--- src/rtl/dac_stepbuf_pkg.sv ---
package dac_stepbuf_pkg;

  // Strobes from control to datapath
  typedef struct packed {
    logic step;      // advance the read pointer
    logic ptrLimWr;  // load pointer and limit from write data
    logic entryWr;   // store write data in a table entry
  } dpStrobe_t;

  // Pointer arrival events, datapath to control
  typedef struct packed {
    logic atStart;
    logic atLimit;
    logic atWater;
  } dpEvent_t;

  localparam int NFLAGS     = 3;
  localparam int FLAG_LIMIT = 0;
  localparam int FLAG_START = 1;
  localparam int FLAG_WATER = 2;

  // Pointer rests at entry 0 after reset, so the start flag begins set
  localparam logic [NFLAGS-1:0] STATUS_RST = 3'b010;

endpackage

--- src/rtl/dac_stepbuf_data.sv ---
module dac_stepbuf_data
  import dac_stepbuf_pkg::*;
#(
  parameter int DATA_W = 12,
  parameter int PTR_W  = 4,
  parameter int WM_W   = 2
) (
  input  logic              clk,
  input  logic              rstN,
  input  dpStrobe_t         stb,
  input  logic [PTR_W-1:0]  wrIdx,
  input  logic [DATA_W-1:0] wrData,
  input  logic              bufEn,
  input  logic [WM_W-1:0]   wmSel,
  input  logic [PTR_W-1:0]  rdIdx,
  output logic [PTR_W-1:0]  ptrQ,
  output logic [PTR_W-1:0]  limQ,
  output dpEvent_t          evt,
  output logic [DATA_W-1:0] dacOut,
  output logic [DATA_W-1:0] rdEntry
);

  localparam int DEPTH  = 1 << PTR_W;
  localparam int DIST_W = PTR_W + 1;

  logic [DATA_W-1:0] entry [DEPTH];
  logic [PTR_W-1:0]  nxtPtr;
  logic [DIST_W-1:0] wmDist;
  logic              waterReach;
  logic [PTR_W-1:0]  waterPos;

  // Sample table
  always_ff @(posedge clk or negedge rstN) begin
    if (!rstN) begin
      for (int i = 0; i < DEPTH; i++) entry[i] <= '0;
    end else if (stb.entryWr) begin
      entry[wrIdx] <= wrData;
    end
  end

  // Pointer stepping with wrap at the limit
  always_comb begin
    nxtPtr = (ptrQ == limQ) ? '0 : ptrQ + 1'b1;
  end

  always_ff @(posedge clk or negedge rstN) begin
    if (!rstN) begin
      ptrQ <= '0;
      limQ <= '1;
    end else if (stb.ptrLimWr) begin
      ptrQ <= wrData[2*PTR_W-1:PTR_W];
      limQ <= wrData[PTR_W-1:0];
    end else if (stb.step) begin
      ptrQ <= nxtPtr;
    end
  end

  // Watermark position: limit minus (setting + 1), only if non-negative
  always_comb begin
    wmDist     = DIST_W'(wmSel) + 1'b1;
    waterReach = ({1'b0, limQ} >= wmDist);
    waterPos   = limQ - wmDist[PTR_W-1:0];
  end

  always_comb begin
    evt.atStart = stb.step && (nxtPtr == '0);
    evt.atLimit = stb.step && (nxtPtr == limQ);
    evt.atWater = stb.step && waterReach && (nxtPtr == waterPos);
  end

  // Converter code and register readback
  always_comb begin
    dacOut  = bufEn ? entry[ptrQ] : entry[0];
    rdEntry = entry[rdIdx];
  end

endmodule

--- src/rtl/dac_stepbuf_ctrl.sv ---
module dac_stepbuf_ctrl
  import dac_stepbuf_pkg::*;
#(
  parameter int DATA_W = 12,
  parameter int PTR_W  = 4,
  parameter int WM_W   = 2
) (
  input  logic              clk,
  input  logic              rstN,
  input  logic [PTR_W:0]    regAddr,
  input  logic              regWr,
  input  logic [DATA_W-1:0] regWrData,
  input  logic              hwTrig,
  input  dpEvent_t          evt,
  input  logic [PTR_W-1:0]  ptrQ,
  input  logic [PTR_W-1:0]  limQ,
  input  logic [DATA_W-1:0] rdEntry,
  output dpStrobe_t         stb,
  output logic              bufEn,
  output logic [WM_W-1:0]   wmSel,
  output logic [NFLAGS-1:0] statusQ,
  output logic [DATA_W-1:0] regRdData,
  output logic              irq
);

  localparam int ADDR_W = PTR_W + 1;
  localparam logic [ADDR_W-1:0] A_CTRLA  = ADDR_W'(0);
  localparam logic [ADDR_W-1:0] A_CTRLB  = ADDR_W'(1);
  localparam logic [ADDR_W-1:0] A_PTRLIM = ADDR_W'(2);
  localparam logic [ADDR_W-1:0] A_STATUS = ADDR_W'(3);
  localparam int CA_SWSTEP = 4;
  localparam int CA_SWSEL  = 5;
  localparam int CB_BUFEN  = 0;
  localparam int CB_WM_LSB = 1;

  logic [NFLAGS-1:0] irqEnQ;
  logic              swSelQ;
  logic              bufEnQ;
  logic [WM_W-1:0]   wmSelQ;
  logic              inTable;
  logic              wrCtrlA, wrCtrlB, wrPtrLim, wrStatus;
  logic              swStep, trigger;
  logic [NFLAGS-1:0] setMask, clrMask;
  logic              unusedWrBits;

  // Address decode
  always_comb begin
    inTable  = regAddr[PTR_W];
    wrCtrlA  = regWr && (regAddr == A_CTRLA);
    wrCtrlB  = regWr && (regAddr == A_CTRLB);
    wrPtrLim = regWr && (regAddr == A_PTRLIM);
    wrStatus = regWr && (regAddr == A_STATUS);
  end

  // Control registers
  always_ff @(posedge clk or negedge rstN) begin
    if (!rstN) begin
      irqEnQ <= '0;
      swSelQ <= 1'b0;
    end else if (wrCtrlA) begin
      irqEnQ <= regWrData[NFLAGS-1:0];
      swSelQ <= regWrData[CA_SWSEL];
    end
  end

  always_ff @(posedge clk or negedge rstN) begin
    if (!rstN) begin
      bufEnQ <= 1'b0;
      wmSelQ <= '0;
    end else if (wrCtrlB) begin
      bufEnQ <= regWrData[CB_BUFEN];
      wmSelQ <= regWrData[CB_WM_LSB +: WM_W];
    end
  end

  // Trigger source selection; a pointer load takes precedence over a step
  always_comb begin
    swStep       = wrCtrlA && swSelQ && regWrData[CA_SWSTEP];
    trigger      = swSelQ ? swStep : hwTrig;
    stb.ptrLimWr = wrPtrLim;
    stb.entryWr  = regWr && inTable;
    stb.step     = bufEnQ && trigger && !wrPtrLim;
  end

  // Sticky flags: write-zero clears, a same-cycle set wins
  always_comb begin
    setMask             = '0;
    setMask[FLAG_LIMIT] = evt.atLimit;
    setMask[FLAG_START] = evt.atStart;
    setMask[FLAG_WATER] = evt.atWater;
    clrMask             = wrStatus ? ~regWrData[NFLAGS-1:0] : '0;
  end

  always_ff @(posedge clk or negedge rstN) begin
    if (!rstN) statusQ <= STATUS_RST;
    else       statusQ <= (statusQ & ~clrMask) | setMask;
  end

  // Readback
  always_comb begin
    regRdData = '0;
    if (inTable) begin
      regRdData = rdEntry;
    end else begin
      case (regAddr)
        A_CTRLA: begin
          regRdData[NFLAGS-1:0] = irqEnQ;
          regRdData[CA_SWSEL]   = swSelQ;
        end
        A_CTRLB: begin
          regRdData[CB_BUFEN]            = bufEnQ;
          regRdData[CB_WM_LSB +: WM_W]   = wmSelQ;
        end
        A_PTRLIM: regRdData[2*PTR_W-1:0] = {ptrQ, limQ};
        A_STATUS: regRdData[NFLAGS-1:0]  = statusQ;
        default:  regRdData = '0;
      endcase
    end
  end

  always_comb begin
    irq   = |(statusQ & irqEnQ);
    bufEn = bufEnQ;
    wmSel = wmSelQ;
  end

  assign unusedWrBits = ^{regWrData[DATA_W-1:CA_SWSEL+1], regWrData[3]};

endmodule

--- src/rtl/dac_stepbuf.sv ---
module dac_stepbuf
  import dac_stepbuf_pkg::*;
#(
  parameter int DATA_W = 12,
  parameter int PTR_W  = 4,
  parameter int WM_W   = 2
) (
  input  logic              clk,
  input  logic              rstN,
  input  logic [PTR_W:0]    regAddr,
  input  logic              regWr,
  input  logic [DATA_W-1:0] regWrData,
  output logic [DATA_W-1:0] regRdData,
  input  logic              hwTrig,
  output logic              irq,
  output logic [DATA_W-1:0] dacOut
);

  dpStrobe_t         stb;
  dpEvent_t          evt;
  logic              bufEn;
  logic [WM_W-1:0]   wmSel;
  logic [PTR_W-1:0]  ptrQ;
  logic [PTR_W-1:0]  limQ;
  logic [DATA_W-1:0] rdEntry;
  logic [NFLAGS-1:0] statusQ;

  dac_stepbuf_ctrl #(.DATA_W(DATA_W), .PTR_W(PTR_W), .WM_W(WM_W)) uCtrl (
    .clk       (clk),
    .rstN      (rstN),
    .regAddr   (regAddr),
    .regWr     (regWr),
    .regWrData (regWrData),
    .hwTrig    (hwTrig),
    .evt       (evt),
    .ptrQ      (ptrQ),
    .limQ      (limQ),
    .rdEntry   (rdEntry),
    .stb       (stb),
    .bufEn     (bufEn),
    .wmSel     (wmSel),
    .statusQ   (statusQ),
    .regRdData (regRdData),
    .irq       (irq)
  );

  dac_stepbuf_data #(.DATA_W(DATA_W), .PTR_W(PTR_W), .WM_W(WM_W)) uData (
    .clk     (clk),
    .rstN    (rstN),
    .stb     (stb),
    .wrIdx   (regAddr[PTR_W-1:0]),
    .wrData  (regWrData),
    .bufEn   (bufEn),
    .wmSel   (wmSel),
    .rdIdx   (regAddr[PTR_W-1:0]),
    .ptrQ    (ptrQ),
    .limQ    (limQ),
    .evt     (evt),
    .dacOut  (dacOut),
    .rdEntry (rdEntry)
  );

endmodule

--- config.mk ---
export PLATFORM = sky130hd
export DESIGN_NAME = dac_stepbuf
export DESIGN_NICKNAME = d
export VERILOG_FILES = /design/src/rtl/dac_stepbuf_pkg.sv /design/src/rtl/dac_stepbuf_data.sv /design/src/rtl/dac_stepbuf_ctrl.sv /design/src/rtl/dac_stepbuf.sv
export SDC_FILE = /design/constraint.sdc
export NUM_CORES = 1
export LEC_CHECK = 0
export ABC_AREA = 1
export BUFFER_PORTS_ARGS = -buffer_cell sky130_fd_sc_hd__buf_2
export CORE_ASPECT_RATIO = 0.5
export CORE_MARGIN = 4
export CORE_UTILIZATION = 39
export CTS_BUF_LIST = sky130_fd_sc_hd__clkbuf_8 sky130_fd_sc_hd__clkbuf_16
export DETAILED_ROUTE_END_ITERATION = 7
export PLACE_DENSITY = 0.58
export SLEW_MARGIN = 20
export SYNTH_ARGS = -nofsm -noshare
export SYNTH_HDL_FRONTEND = slang
export SYNTH_SLANG_ARGS = --single-unit
--- constraint.sdc ---
create_clock -name clk -period 4.4 [get_ports clk]
set_input_delay 0.44 -clock clk [delete_from_list [all_inputs] [get_ports clk]]
set_output_delay 0.44 -clock clk [all_outputs]
set_load 0.005 [all_outputs]
# After elaboration in Yosys (flattened, before gate mapping)
# Cells that the tools add are included.
# totals
ff_bits,210
latch_bits,0
ramBits,0
mem_bits_ro,0
input_bits,21
wordCells,82
mem_count,0
# op_classes
addsub,3
n_mul,0
n_div,0
order_cmp,4
eq_ne,6
shift,0
muxes,20
bitwise_logic,7
n_reduce_logical,19
# op_table
operator,n
$bwmux 192,1
$bmux 12 s4,2
$mux 12,7
$demux 12 s4,1
$logic_and 1x1->1,14
$eq 4x4->1,3
$mux 4,3
$pmux 3 s4,1
$eq 5x2->1 const B,2
$ge 5x5->1 const B,2
$not 4->5,2
$and 3x3->3,2
$not 3->3,2
$eq 5x1->1 const B,1
$ge 4x5->1,1
$logic_not 5->1,1
$lt 5x1->1 const B,1
$add 4x1->4 const B,1
$logic_not 4->1,1
$mux 2,2
$sub 4x4->4,1
$add 2x1->3 const B,1
$mux 3,1
$or 3x3->3,1
5 further kinds,5

# Logic depth before layout (Yosys ltp)
# Gate-level depths: netlist of run 1.
# logic_depth
depth_word,10
mapped_depth,13
mapped_depth_nobuf,12

# Hierarchy
# A second synthesis of run 1 with hierarchy kept.
# unflattened
hier_cells,1682
hier_area_um2,12122.9
# modules_own_cells
module,n_inst,cells_per_inst,area_each_um2,seq_area_each_um2
dac_stepbuf_data,1,1557,11322.1,5009.8
dac_stepbuf_ctrl,1,125,800.8,251.5

# Worst setup path after synthesis of run 1
# OpenSTA, ideal clock, no wires.
# synth_path
kind,reg2out
start,reg uData.ptrQ[0]
end,out dacOut[2]
t_arrival_ns,1.409
path_slack_ns,2.551
path_stages_with_launch,11
n_path_buf,3
cell_sequence,dfrtp_1 > buf_4 > inv_1 > buf_4 > clkbuf_1 > o21ai_0 > o22ai_1 > nand2_1 > nand2_1 > nand3_1 > nand2_1
# synth_via
elab_chain_len,5
# synth_rtl
item,line,rtl
from (decl),dac_stepbuf_data.sv:16,"output logic [PTR_W-1:0] ptrQ,"
from (signal assigned),dac_stepbuf_data.sv:51,ptrQ <= wrData[2*PTR_W-1:PTR_W];
from (signal assigned),dac_stepbuf_data.sv:54,ptrQ <= nxtPtr;
$not 4->5 (not written as such),dac_stepbuf_data.sv:73,dacOut = bufEn ? entry[ptrQ] : entry[0];
$bmux 12 s4,dac_stepbuf_data.sv:73,
$mux 12 (not written as such) (2 in series),dac_stepbuf_data.sv:73,
$mux 12,dac_stepbuf_data.sv:73,
to (decl),dac_stepbuf.sv:16,output logic [DATA_W-1:0] dacOut
# No other way between the ends. The select of a mux whose other input is x is not followed.

# Worst setup path after layout of run 1
# layout_path
start,reg uData.ptrQ[0]
end,out dacOut[0]
# The elaborated chain is that of the path after synthesis.

==> metrics.md, run 1 <==
| Metric | Value |
|---|---|
| Gr ovfl total | `0` |
| Synth area leader | `dfrtp_1` |
| Final setup violation count | `0` |
| Routed Antenna Nets | `0` |
| TritonCTS clock tree | `yes` |
| Max Freq | `0.270 GHz` |
| #FFs+latches synth | `210` |
| Initial antenna violation count | `0` |
| CTS root buffer | `clkbuf_16` |
| Synth top area share | `45.3%` |
| CTS HTree Levels | `1` |
| Startpoint types | `flip-flop` |
| First-pass GRT wire length | `62500 um` |
| Multi-input gate area | `5470 um^2` |
| Largest net degree at the start of global routing | `98` |
| Worst-Margin Slew | `1150 ps` |
| Reg power frac | `39.0%` |
| RSZ-0062 raised after global routing | `false` |
| Critical Path Max Stage Delay | `690 ps` |
| First-iteration detailed-routing DRC count | `1500` |
| Cells after DPL | `1827` |
| Clock slew at reported path FFs | `60 ps` |
| Status | `finished, violations left` |
| Top delay family on crit path | `buffers and inverters` |
| Detailed placement HPWL | `26200 um` |
| Slew HR | `23.6%` |
| Post-Syn Nets | `1522` |
| Drt wl/cell | `21.8 um` |
| Gr usage total | `25.0%` |
| DRC violations left | `0` |
| FF+latch area | `5270 um^2` |
| Final period utilization | `84.1%` |
| Clock power frac | `27.7%` |
| Peak supply drop | `0.000275 V` |
| Via count | `11000` |
| Failing checks | `hold timing` |
| Worst Skew | `5.42 ps` |
| WP data arrival | `3260 ps` |
| NetSw | `2.78 mW` |
| Drt total wl | `40600 um` |
| Leak | `5.82 nW` |
| Post-synth top flop | `dfrtp_1` |
| N_diodes | `0` |
| Vias in the first global route | `10200` |
| Initial Util | `40.3%` |
| Most common cell after layout, fill and taps aside | `nand2_1` |
| Vias per Instance | `5.89` |
| Synth Cell Area | `11300 um^2` |
| CP Capture Type | `primary output` |
| Most frequent cells in the layout | `513 x nand2_1, 265 x o21ai_0, 204 x dfrtp_1` |
| Worst Hold Class | `primary input to asynchronous set/reset pin` |
| Post-CTS setup buffer count | `0` |
| Max-cap violations | `0` |
| Final #Nets | `1496` |
| Crit path buffers/inverters | `3` |
| Layout Cells excl Fill | `1864` |
| Fill cells | `2807` |
| Net Sw Frac | `39.6%` |
| Clk sinks | `210` |
| CTS Hold Bufs | `0` |
| Combinational Power Share | `33.3%` |
| Final hold vios | `10` |
| Yosys cell types | `33` |
| Worst-path maximum fanout | `45` |
| Global placer's final weighted congestion | `0.908` |
| Layout area overhead | `9.87%` |
| Clk Latency, worst-skew pair | `520 ps` |
| EDFF count, synth | `0` |
| Async set or reset register ratio after synthesis | `100%` |
| Chip Height | `129 um` |
| Min Tclk post-route | `3700 ps` |
| Crit-path most repeated cell | `nand2_1` |
| Worst path slowest cell | `inv_2` |
| Die width | `249 um` |
| Cells along the critical path | `inv_2 -> buf_4 -> nand2_1 -> a21oi_1 -> nor2_1 -> nand2_1 -> nand3_1 -> nand2_1 -> buf_2` |
| Post-CTS sizing | `0` |
| Warnings from Yosys | `0` |
| WS Path Type | `flip-flop to primary output` |
| Internal power | `4.25 mW` |
| Clock buffer count from CTS | `22` |
| Share of layout cells above drive strength 1 | `7.76%` |
| I/O pins | `46` |
| Register area share after synthesis | `46.4%` |
| Average cell area after synthesis | `7.58 um^2` |
| Die area | `32000 um^2` |
| Core area | `28100 um^2` |
| Fin. max-slew vios | `0` |
| Largest cells by area after synthesis | `dfrtp_1 45%, nand2_1 17%, o21ai_0 12%, a22oi_1 6.4%, nor2_1 3.0%` |
| Setup TNS | `0 ps` |
| Port Buffers | `45` |
| Critical Path RT | `3960 ps` |
| Row count | `43` |
| Syn Inst Count | `1495` |
| DRT Pass-1 Iters | `6` |
| Clock tree buffer depth | `3` |
| P per Cell Area | `565 nW/um^2` |
| Hold Slack | `-26.9 ps` |
## sequential cells by signal, summed over array words and instances, names as in the netlist
register / count
uCtrl.swSelQ: 1
uCtrl.wmSel: 2
uCtrl.statusQ: 3
uCtrl.bufEn: 1
uCtrl.irqEnQ: 3
uData.entry: 192
uData.limQ: 4
uData.ptrQ: 4
## worst reg2reg max path, cell delays in order, from the launching register on
cell and delay (ps):
dfrtp_4 680, buf_4 860, nand2_1 200, inv_1 110
nor2_2 40, nor2_1 120, nand2_1 250, nand2_1 250
nand2_1 70, nand2_1 60, nor2_1 40, nand3_1 100
nand2_1 80
## cells in the mapped netlist (2+ instances only)
cell type	n
nor2_2	7
and2_1	2
buf_2	29
o21ai_1	17
nand2_1	513
buf_1	6
clkbuf_1	67
a22oi_1	96
mux2i_1	24
nor2_4	3
o211ai_1	4
nand3b_1	3
nand3_1	29
a21oi_1	28
a211oi_1	2
buf_4	5
o21ai_0	265
o22ai_1	24
nand4_1	12
inv_1	37
inv_2	7
nor2_1	92
ha_1	5
dfstp_2	5
dfrtp_1	205
## power by group through the flow
stage          clock network (mW)  logic (mW)  registers, mW
5_1_grt                      2.07        2.59           2.79
6_report                     1.95        2.34           2.74
2_1_floorplan                   0        1.68           2.57
3_3_place_gp                    0        2.26           2.75
3_5_place_dp                    0        2.29           2.76
4_1_cts                      1.98        2.30           2.73
## final cells by class
type	instances	area share [%]
Inverter	44	1.33
Clock inverter	11	1.08
Multi-Input combinational cell	1134	43.9
Sequential cell	210	42.3
Tap cell	382	3.84
Clock buffer	26	4.86
Timing Repair Buffer	57	2.70
## kinds of logic after synthesis
kind of cell	count (synthesis)	synth area share, %
simple gates	663	23.1
compound gates	439	22.0
flops	210	46.4
buf+inv	151	5.49
mux	24	2.12
fa+ha+maj	6	0.729
xor+xnor	2	0.155
## per-layer routing
layer  vias up  global-route usage [%]  part of all wire, %
li1       4982                       -                    -
met4         0                    6.95                  2.7
met1      5310                    34.9                   43
met3        83                    5.49                  9.9
met5         -                       0                    0
met2       608                    39.7                   44
## metrics by stage
step                      total power [mW]  util [%]  instance area (um^2)  setup slack (ps)
after floorplan                       4.26         -                 11300              2550
after CTS                             7.02      44.3                 12500               701
after global placement                5.01      41.6                 11700              1310
after global routing                  7.45      44.3                 12500               534
after detailed placement              5.05      41.6                 11700              1250
final                                 7.03      44.3                 12500               701
## worst paths after layout
kind / startpoint / end / slack [ps] / cells after the start
worst max-delay path: uData.ptrQ[0] / dacOut[0] / 700 / 9
worst max register to register: uData.ptrQ[0] / uCtrl.statusQ[2] / 1400 / 12
worst min-delay path: rstN / uData.entry[20] / -30 / 1
worst min register to register: uData.limQ[0] / uData.limQ[0] / 510 / 2
max in group asynchronous: rstN / uData.entry[158] / 3430 / 2
min in group clk: regWrData[0] / uCtrl.statusQ[0] / 180 / 3
Note: power is estimated with default switching activity, not from simulation.
==> run 2: changes to the inputs <==
--- a/config.mk
+++ b/config.mk
@@ -12,7 +12,7 @@
 export CORE_UTILIZATION = 39
 export CTS_BUF_LIST = sky130_fd_sc_hd__clkbuf_8 sky130_fd_sc_hd__clkbuf_16
 export DETAILED_ROUTE_END_ITERATION = 7
-export PLACE_DENSITY = 0.58
+export PLACE_DENSITY = 0.6
 export SLEW_MARGIN = 20
 export SYNTH_ARGS = -nofsm -noshare
 export SYNTH_HDL_FRONTEND = slang
==> constraint.sdc (replaced) <==
create_clock -name clk -period 3.06 [get_ports clk]
set_input_delay 0.306 -clock clk [delete_from_list [all_inputs] [get_ports clk]]
set_output_delay 0.306 -clock clk [all_outputs]
set_load 0.005 [all_outputs]
==> run 2 against run 1 <==
Net effect:
- first-iteration DRC count grew 1.7%
- largest cell class unchanged
- clock skew shrank 0.74 ps
- the flow now finishes without violations
- largest power group unchanged
- cell area grew 2.9%
- clock-buffer cell count grew 1
- clock power grew 57%
- sequential share of layout area shrank 1.2 points
- combinational power grew 47%
- final cell count grew 1.7%
- setup slack lost 530 ps
- utilization grew 1.3 points
- sequential power grew 43%
- total power grew 48%
==> metrics.md, run 2 (synthesis results as in run 1) <==
| Metric | Value |
|---|---|
| Status | `finished, final reports clean` |
| N_diodes | `0` |
| Die width | `249 um` |
| Layout area overhead | `13.0%` |
| Worst-path maximum fanout | `58` |
| Worst hold start | `regWrData[2]` |
| Design area | `12800 um^2` |
| Clock tree buffer depth | `3` |
| WP data arrival | `2580 ps` |
| Drt total wl | `39200 um` |
| Critical Path RT | `2750 ps` |
| Reg2reg end | `uCtrl.statusQ[2]` |
| Max Freq | `0.346 GHz` |
| Initial Util | `40.3%` |
| Via count | `11000` |
| Vias per Instance | `5.81` |
| Largest net degree at the start of global routing | `73` |
| Met1 usage | `35.8%` |
| DRT Pass-1 Iters | `6` |
| Clock slew at reported path FFs | `60 ps` |
| Layout Cells excl Fill | `1895` |
| Final setup violation count | `0` |
| R2r setup slk | `890 ps` |
| I/O pins | `46` |
| Peak supply drop | `0.000334 V` |
| Most frequent cells in the layout | `513 x nand2_1, 265 x o21ai_0, 204 x dfrtp_1` |
| Worst path slowest cell | `dfrtp_4` |
| Worst Hold Class | `primary input to flip-flop` |
| Top delay family on crit path | `flip-flops` |
| DRC violations left | `0` |
| Clk sinks | `210` |
| Critical Path Max Stage Delay | `660 ps` |
| P per Cell Area | `813 nW/um^2` |
| CTS HTree Levels | `1` |
| Worst-Margin Slew | `859 ps` |
| Detailed placement HPWL | `25800 um` |
| RSZ-0062 raised after global routing | `false` |
| Clk Latency, worst-skew pair | `530 ps` |
| Leak | `6.00 nW` |
| Gr ovfl total | `0` |
| Vias in the first global route | `10300` |
| Gr usage total | `24.1%` |
| Most common cell after layout, fill and taps aside | `nand2_1` |
| M2 GR Usage | `36.3%` |
| Worst Skew | `4.69 ps` |
| Final hold vios | `0` |
| Cells along the critical path | `inv_2 -> buf_12 -> o21ai_0 -> o22ai_1 -> nand2_1 -> nand2_1 -> nand3_1 -> nand2_1 -> buf_2` |
| Fill cells | `2742` |
| Fin. max-slew vios | `0` |
| Cell count along the critical path | `9` |
| CTS root buffer | `clkbuf_16` |
| Startpoint types | `flip-flop` |
| Max-cap violations | `0` |
| Crit path buffers/inverters | `3` |
| Clock buffer count from CTS | `22` |
| Final #Nets | `1524` |
| First-pass GRT wire length | `61000 um` |
| Cells after DPL | `1854` |
| Min Tclk post-route | `2890 ps` |
| Final Util | `45.5%` |
| First-iteration detailed-routing DRC count | `1525` |
| Die area | `32000 um^2` |
| Core area | `28100 um^2` |
| Row count | `43` |
| Slew HR | `42.7%` |
| CP startpoint | `uData.ptrQ[0]` |
| Crit-path most repeated cell | `nand2_1` |
| WS Path Type | `flip-flop to primary output` |
| Largest registers | `uData.entry: 192 flops, uData.limQ: 4 flops, uData.ptrQ: 4 flops` |
| Met3 usage | `4.32%` |
| Port Buffers | `45` |
| TritonCTS clock tree | `yes` |
| Max reg flops | `192` |
| Routed Antenna Nets | `0` |
| Drt wl/cell | `20.7 um` |
| Global placer's final weighted congestion | `0.919` |
| Power, Total | `10.4 mW` |
| Setup crit end | `dacOut[8]` |
| Post-CTS sizing | `0` |
| Top reg by flops | `uData.entry` |
| GRT busiest layer | `met2` |
| Share of layout cells above drive strength 1 | `9.72%` |
| Chip Height | `129 um` |
| CP Capture Type | `primary output` |
| Setup TNS | `0 ps` |
| Origin of the critical flop-to-flop path | `uData.ptrQ[1]` |
| Placed Area | `12000 um^2` |
| R2R cell count | `12` |
| Initial antenna violation count | `1` |
| Final period utilization | `94.4%` |
## run 2: cell types whose count changed in the layout (fill, tap and decap cells not counted)
cell	delta
clkinv_2	+2
bufinv_16	+2
clkbuf_16	+1
inv_1	-2
clkinv_4	+1
clkinv_8	-1
buf_4	+22
dlygate4sd3_1	+1
buf_12	+5
## run 2: layout make-up
class	count	area [um^2]	share of cell area [%]
Multi-Input combinational cell	1134	5470	42.7
Sequential cell	210	5270	41.1
Inverter	44	165	1.29
Clock buffer	27	631	4.92
Timing Repair Buffer	85	612	4.78
Tap cell	382	478	3.73
Clock inverter	13	189	1.48
## run 2: metal layers
layer	routed length (um)	vias up
met5	0	-
met4	1090	0
met3	3820	87
met2	16600	611
met1	17600	5277
li1	-	5039
## run 2: repair_timing
action,4_1_cts,5_1_grt
hold buffers,1,0
hold endpoints to repair,68,0
setup buffers,0,0
## run 2: power breakdown
| part | leakage (nW) | internal, mW | switching [mW] |
|---|---|---|---|
| clock network | 0.420 | 1.88 | 1.17 |
| logic | 2.87 | 1.22 | 2.21 |
| registers | 2.71 | 3.33 | 0.598 |
| total | 6.00 | 6.43 | 3.98 |
## run 2: how the worst min path moves through the flow
stage               slack, ps               end  cells after the start
floorplan                  10       uCtrl.bufEn                      0
global placement          370   uData.entry[80]                      1
detailed placement        380   uData.entry[80]                      1
CTS                        50  uCtrl.statusQ[0]                      3
global route               60  uCtrl.statusQ[2]                      3
finish                     60  uCtrl.statusQ[2]                      3
## run 2: metrics by stage
step / hold slack, ps / worst slack [ps]
2_1_floorplan: 10.4 / 1350
3_3_place_gp: 367 / 804
3_5_place_dp: 377 / 766
4_1_cts: 46.0 / 195
5_1_grt: 65.0 / 66.0
6_report: 60.6 / 170
## run 2: worst reg2reg max path, stage by stage (launching register included)
cell and delay [ps]:
dfrtp_1 580, inv_2 60, buf_4 270, nand2_1 100, nand2_1 50, nor2_1 160, nand2_1 260, nand2_1 240
nand2_1 80, nand2_1 90, nor2_1 40, nand3_1 60, nand2_1 50
==> run 3: changes to the inputs <==
--- a/config.mk
+++ b/config.mk
@@ -12,6 +12,7 @@
 export CORE_UTILIZATION = 39
 export CTS_BUF_LIST = sky130_fd_sc_hd__clkbuf_8 sky130_fd_sc_hd__clkbuf_16
 export DETAILED_ROUTE_END_ITERATION = 7
+export MAX_ROUTING_LAYER = met4
 export PLACE_DENSITY = 0.6
 export SLEW_MARGIN = 20
 export SYNTH_ARGS = -nofsm -noshare
==> run 3 against run 2 <==
Net effect:
- cell area shrank 1.1%
- wire length down 1.5%
- die area unchanged
- clock-buffer cell count unchanged
- clock skew is 0.76 ps higher
- setup slack better by 57 ps
- combinational power is essentially flat
- hold slack lost 12 ps
- final cell count down 0.21%
- first-iteration DRC count decreased by 9.5%
- largest cell class unchanged
- highest routed layer unchanged
==> metrics.md, run 3 (synthesis results as in run 1) <==
| Metric | Value |
|---|---|
| Max Freq | `0.353 GHz` |
| Drt wl/cell | `20.4 um` |
| Worst Hold Class | `primary input to flip-flop` |
| Worst setup margin | `227 ps` |
| Clock power frac | `26.0%` |
| Clock tree buffer depth | `3` |
| Global placer's final weighted congestion | `0.916` |
| P per Cell Area | `783 nW/um^2` |
| DRC violations left | `0` |
| Final setup violation count | `0` |
| Hold Slack | `48.5 ps` |
| Max reg flops | `192` |
| WP data arrival | `2530 ps` |
| Routed Antenna Nets | `0` |
| Port Buffers | `45` |
| Cells along the critical path | `nand2_1 -> buf_4 -> o21ai_0 -> nor2_1 -> nand2_1 -> nand3_1 -> nand2_1 -> buf_2` |
| Clock buffer count from CTS | `21` |
| CTS HTree Levels | `1` |
| Worst-path maximum fanout | `13` |
| Largest net degree at the start of global routing | `84` |
| Drt total wl | `38600 um` |
| NetSw | `3.89 mW` |
| Slew HR | `45.6%` |
| Top reg by flops | `uData.entry` |
| Worst Skew | `5.45 ps` |
| Most frequent cells in the layout | `513 x nand2_1, 265 x o21ai_0, 204 x dfrtp_1` |
| Critical Path Max Stage Delay | `560 ps` |
| Status | `finished, final reports clean` |
| Clk sinks | `210` |
| Final period utilization | `92.6%` |
| Chip Height | `129 um` |
| CTS root buffer | `clkbuf_16` |
| Min Tclk post-route | `2830 ps` |
| Max-cap violations | `0` |
| Vias per Instance | `5.80` |
| Detailed placement HPWL | `25200 um` |
| Top delay family on crit path | `simple AND/OR/NAND/NOR gates` |
| First-iteration detailed-routing DRC count | `1380` |
| Leak | `5.94 nW` |
| TritonCTS clock tree | `yes` |
| Gr ovfl total | `0` |
| Setup WS pre-CTS | `852 ps` |
| DRT Pass-1 Iters | `6` |
| Clk Latency, worst-skew pair | `510 ps` |
| Internal power | `6.03 mW` |
| Reg power frac | `39.4%` |
| Die width | `249 um` |
| Peak supply drop | `0.000439 V` |
| Layout area overhead | `11.7%` |
| Die area | `32000 um^2` |
| Worst path slowest cell | `dfrtp_1` |
| Gr usage total | `24.6%` |
| Worst-Margin Slew | `816 ps` |
| Critical Path RT | `2750 ps` |
| Share of layout cells above drive strength 1 | `9.35%` |
| Core area | `28100 um^2` |
| Crit-path most repeated cell | `nand2_1` |
| WS Path Type | `flip-flop to primary output` |
| Largest registers | `uData.entry: 192 flops, uData.limQ: 4 flops, uData.ptrQ: 4 flops` |
| RSZ-0062 raised after global routing | `false` |
| Setup TNS | `0 ps` |
| Crit path buffers/inverters | `2` |
| CP Capture Type | `primary output` |
| Post-CTS setup buffer count | `0` |
| Vias in the first global route | `10400` |
| Net Sw Frac | `39.2%` |
| Fin. max-slew vios | `0` |
| Via count | `11000` |
| Startpoint types | `flip-flop` |
| Post-CTS sizing | `0` |
| Initial antenna violation count | `2` |
| Clock slew at reported path FFs | `60 ps` |
| Final hold vios | `0` |
| Final #Nets | `1521` |
| Initial Util | `40.3%` |
| Row count | `43` |
| CTS Hold Bufs | `1` |
| Combinational Power Share | `34.6%` |
| Most common cell after layout, fill and taps aside | `nand2_1` |
| I/O pins | `46` |
| First-pass GRT wire length | `60600 um` |
## run 3: changes by cell type in the layout (fill, tap and decap cells not counted)
cell,delta
buf_12,+1
buf_4,-3
bufinv_16,-4
clkbuf_16,-2
clkbuf_8,+2
clkinv_2,+1
clkinv_4,-1
diode_2,+1
inv_1,+1
## run 3: area by class of cell
type                    instances  area (um^2)
multi-input cells            1134         5470
inverters                      44          165
repair buffers                 83          609
well taps                     382          478
clock buffers                  27          608
clock inverters                10         68.8
diodes                          1         2.50
fillers                      2816        15500
flip-flops and latches        210         5270
## run 3: final timing paths
| check | startpoint | endpoint | slack (ps) | cells past startpoint |
|---|---|---|---|---|
| min in group asynchronous | rstN | uData.entry[21] | 310 | 2 |
| max in group asynchronous | rstN | uData.entry[186] | 1980 | 3 |
| worst max-delay path | uData.ptrQ[2] | dacOut[11] | 230 | 8 |
| worst min-delay path | regWrData[5] | uData.ptrQ[1] | 50 | 3 |
| worst max register to register | uData.ptrQ[0] | uCtrl.statusQ[2] | 840 | 9 |
| worst min register to register | uData.entry[168] | uData.entry[168] | 500 | 2 |
## run 3: worst reg2reg max path: stages (launching register included)
cell,delay (ps)
dfrtp_4,710
buf_4,340
ha_1,200
xor2_1,310
nand2_1,180
nand2_1,100
nand2_1,50
nor2_1,110
nand3_1,100
nand2_1,70
## run 3: power by group through the flow
stage	Sequential (mW)	Clock, mW	Combinational, mW
3_5_place_dp	3.93	0	3.35
6_report	3.91	2.58	3.43
4_1_cts	3.89	2.62	3.37
5_1_grt	3.98	2.75	3.85
3_3_place_gp	3.91	0	3.29
2_1_floorplan	3.70	0	2.42
## run 3: through the flow
| step | utilization, % | cells | power, mW | instance area, um^2 |
|---|---|---|---|---|
| finish | 45.0 | 1891 | 9.91 | 12700 |
| global placement | 42.6 | 1852 | 7.21 | 12000 |
| CTS | 45.0 | 1890 | 9.87 | 12700 |
| floorplan | - | 1495 | 6.12 | 11300 |
| global route | 45.0 | 1891 | 10.6 | 12700 |
| detailed placement | 42.6 | 1852 | 7.28 | 12000 |
## run 3: per-layer routing
| metal | part of all wire, % | vias up | GRT usage (%) |
|---|---|---|---|
| met5 | 0 | - | - |
| met4 | 3.0 | 0 | 7.63 |
| met3 | 10 | 93 | 5.51 |
| met2 | 42 | 584 | 35.6 |
| met1 | 45 | 5244 | 34.8 |
| li1 | - | 5041 | - |
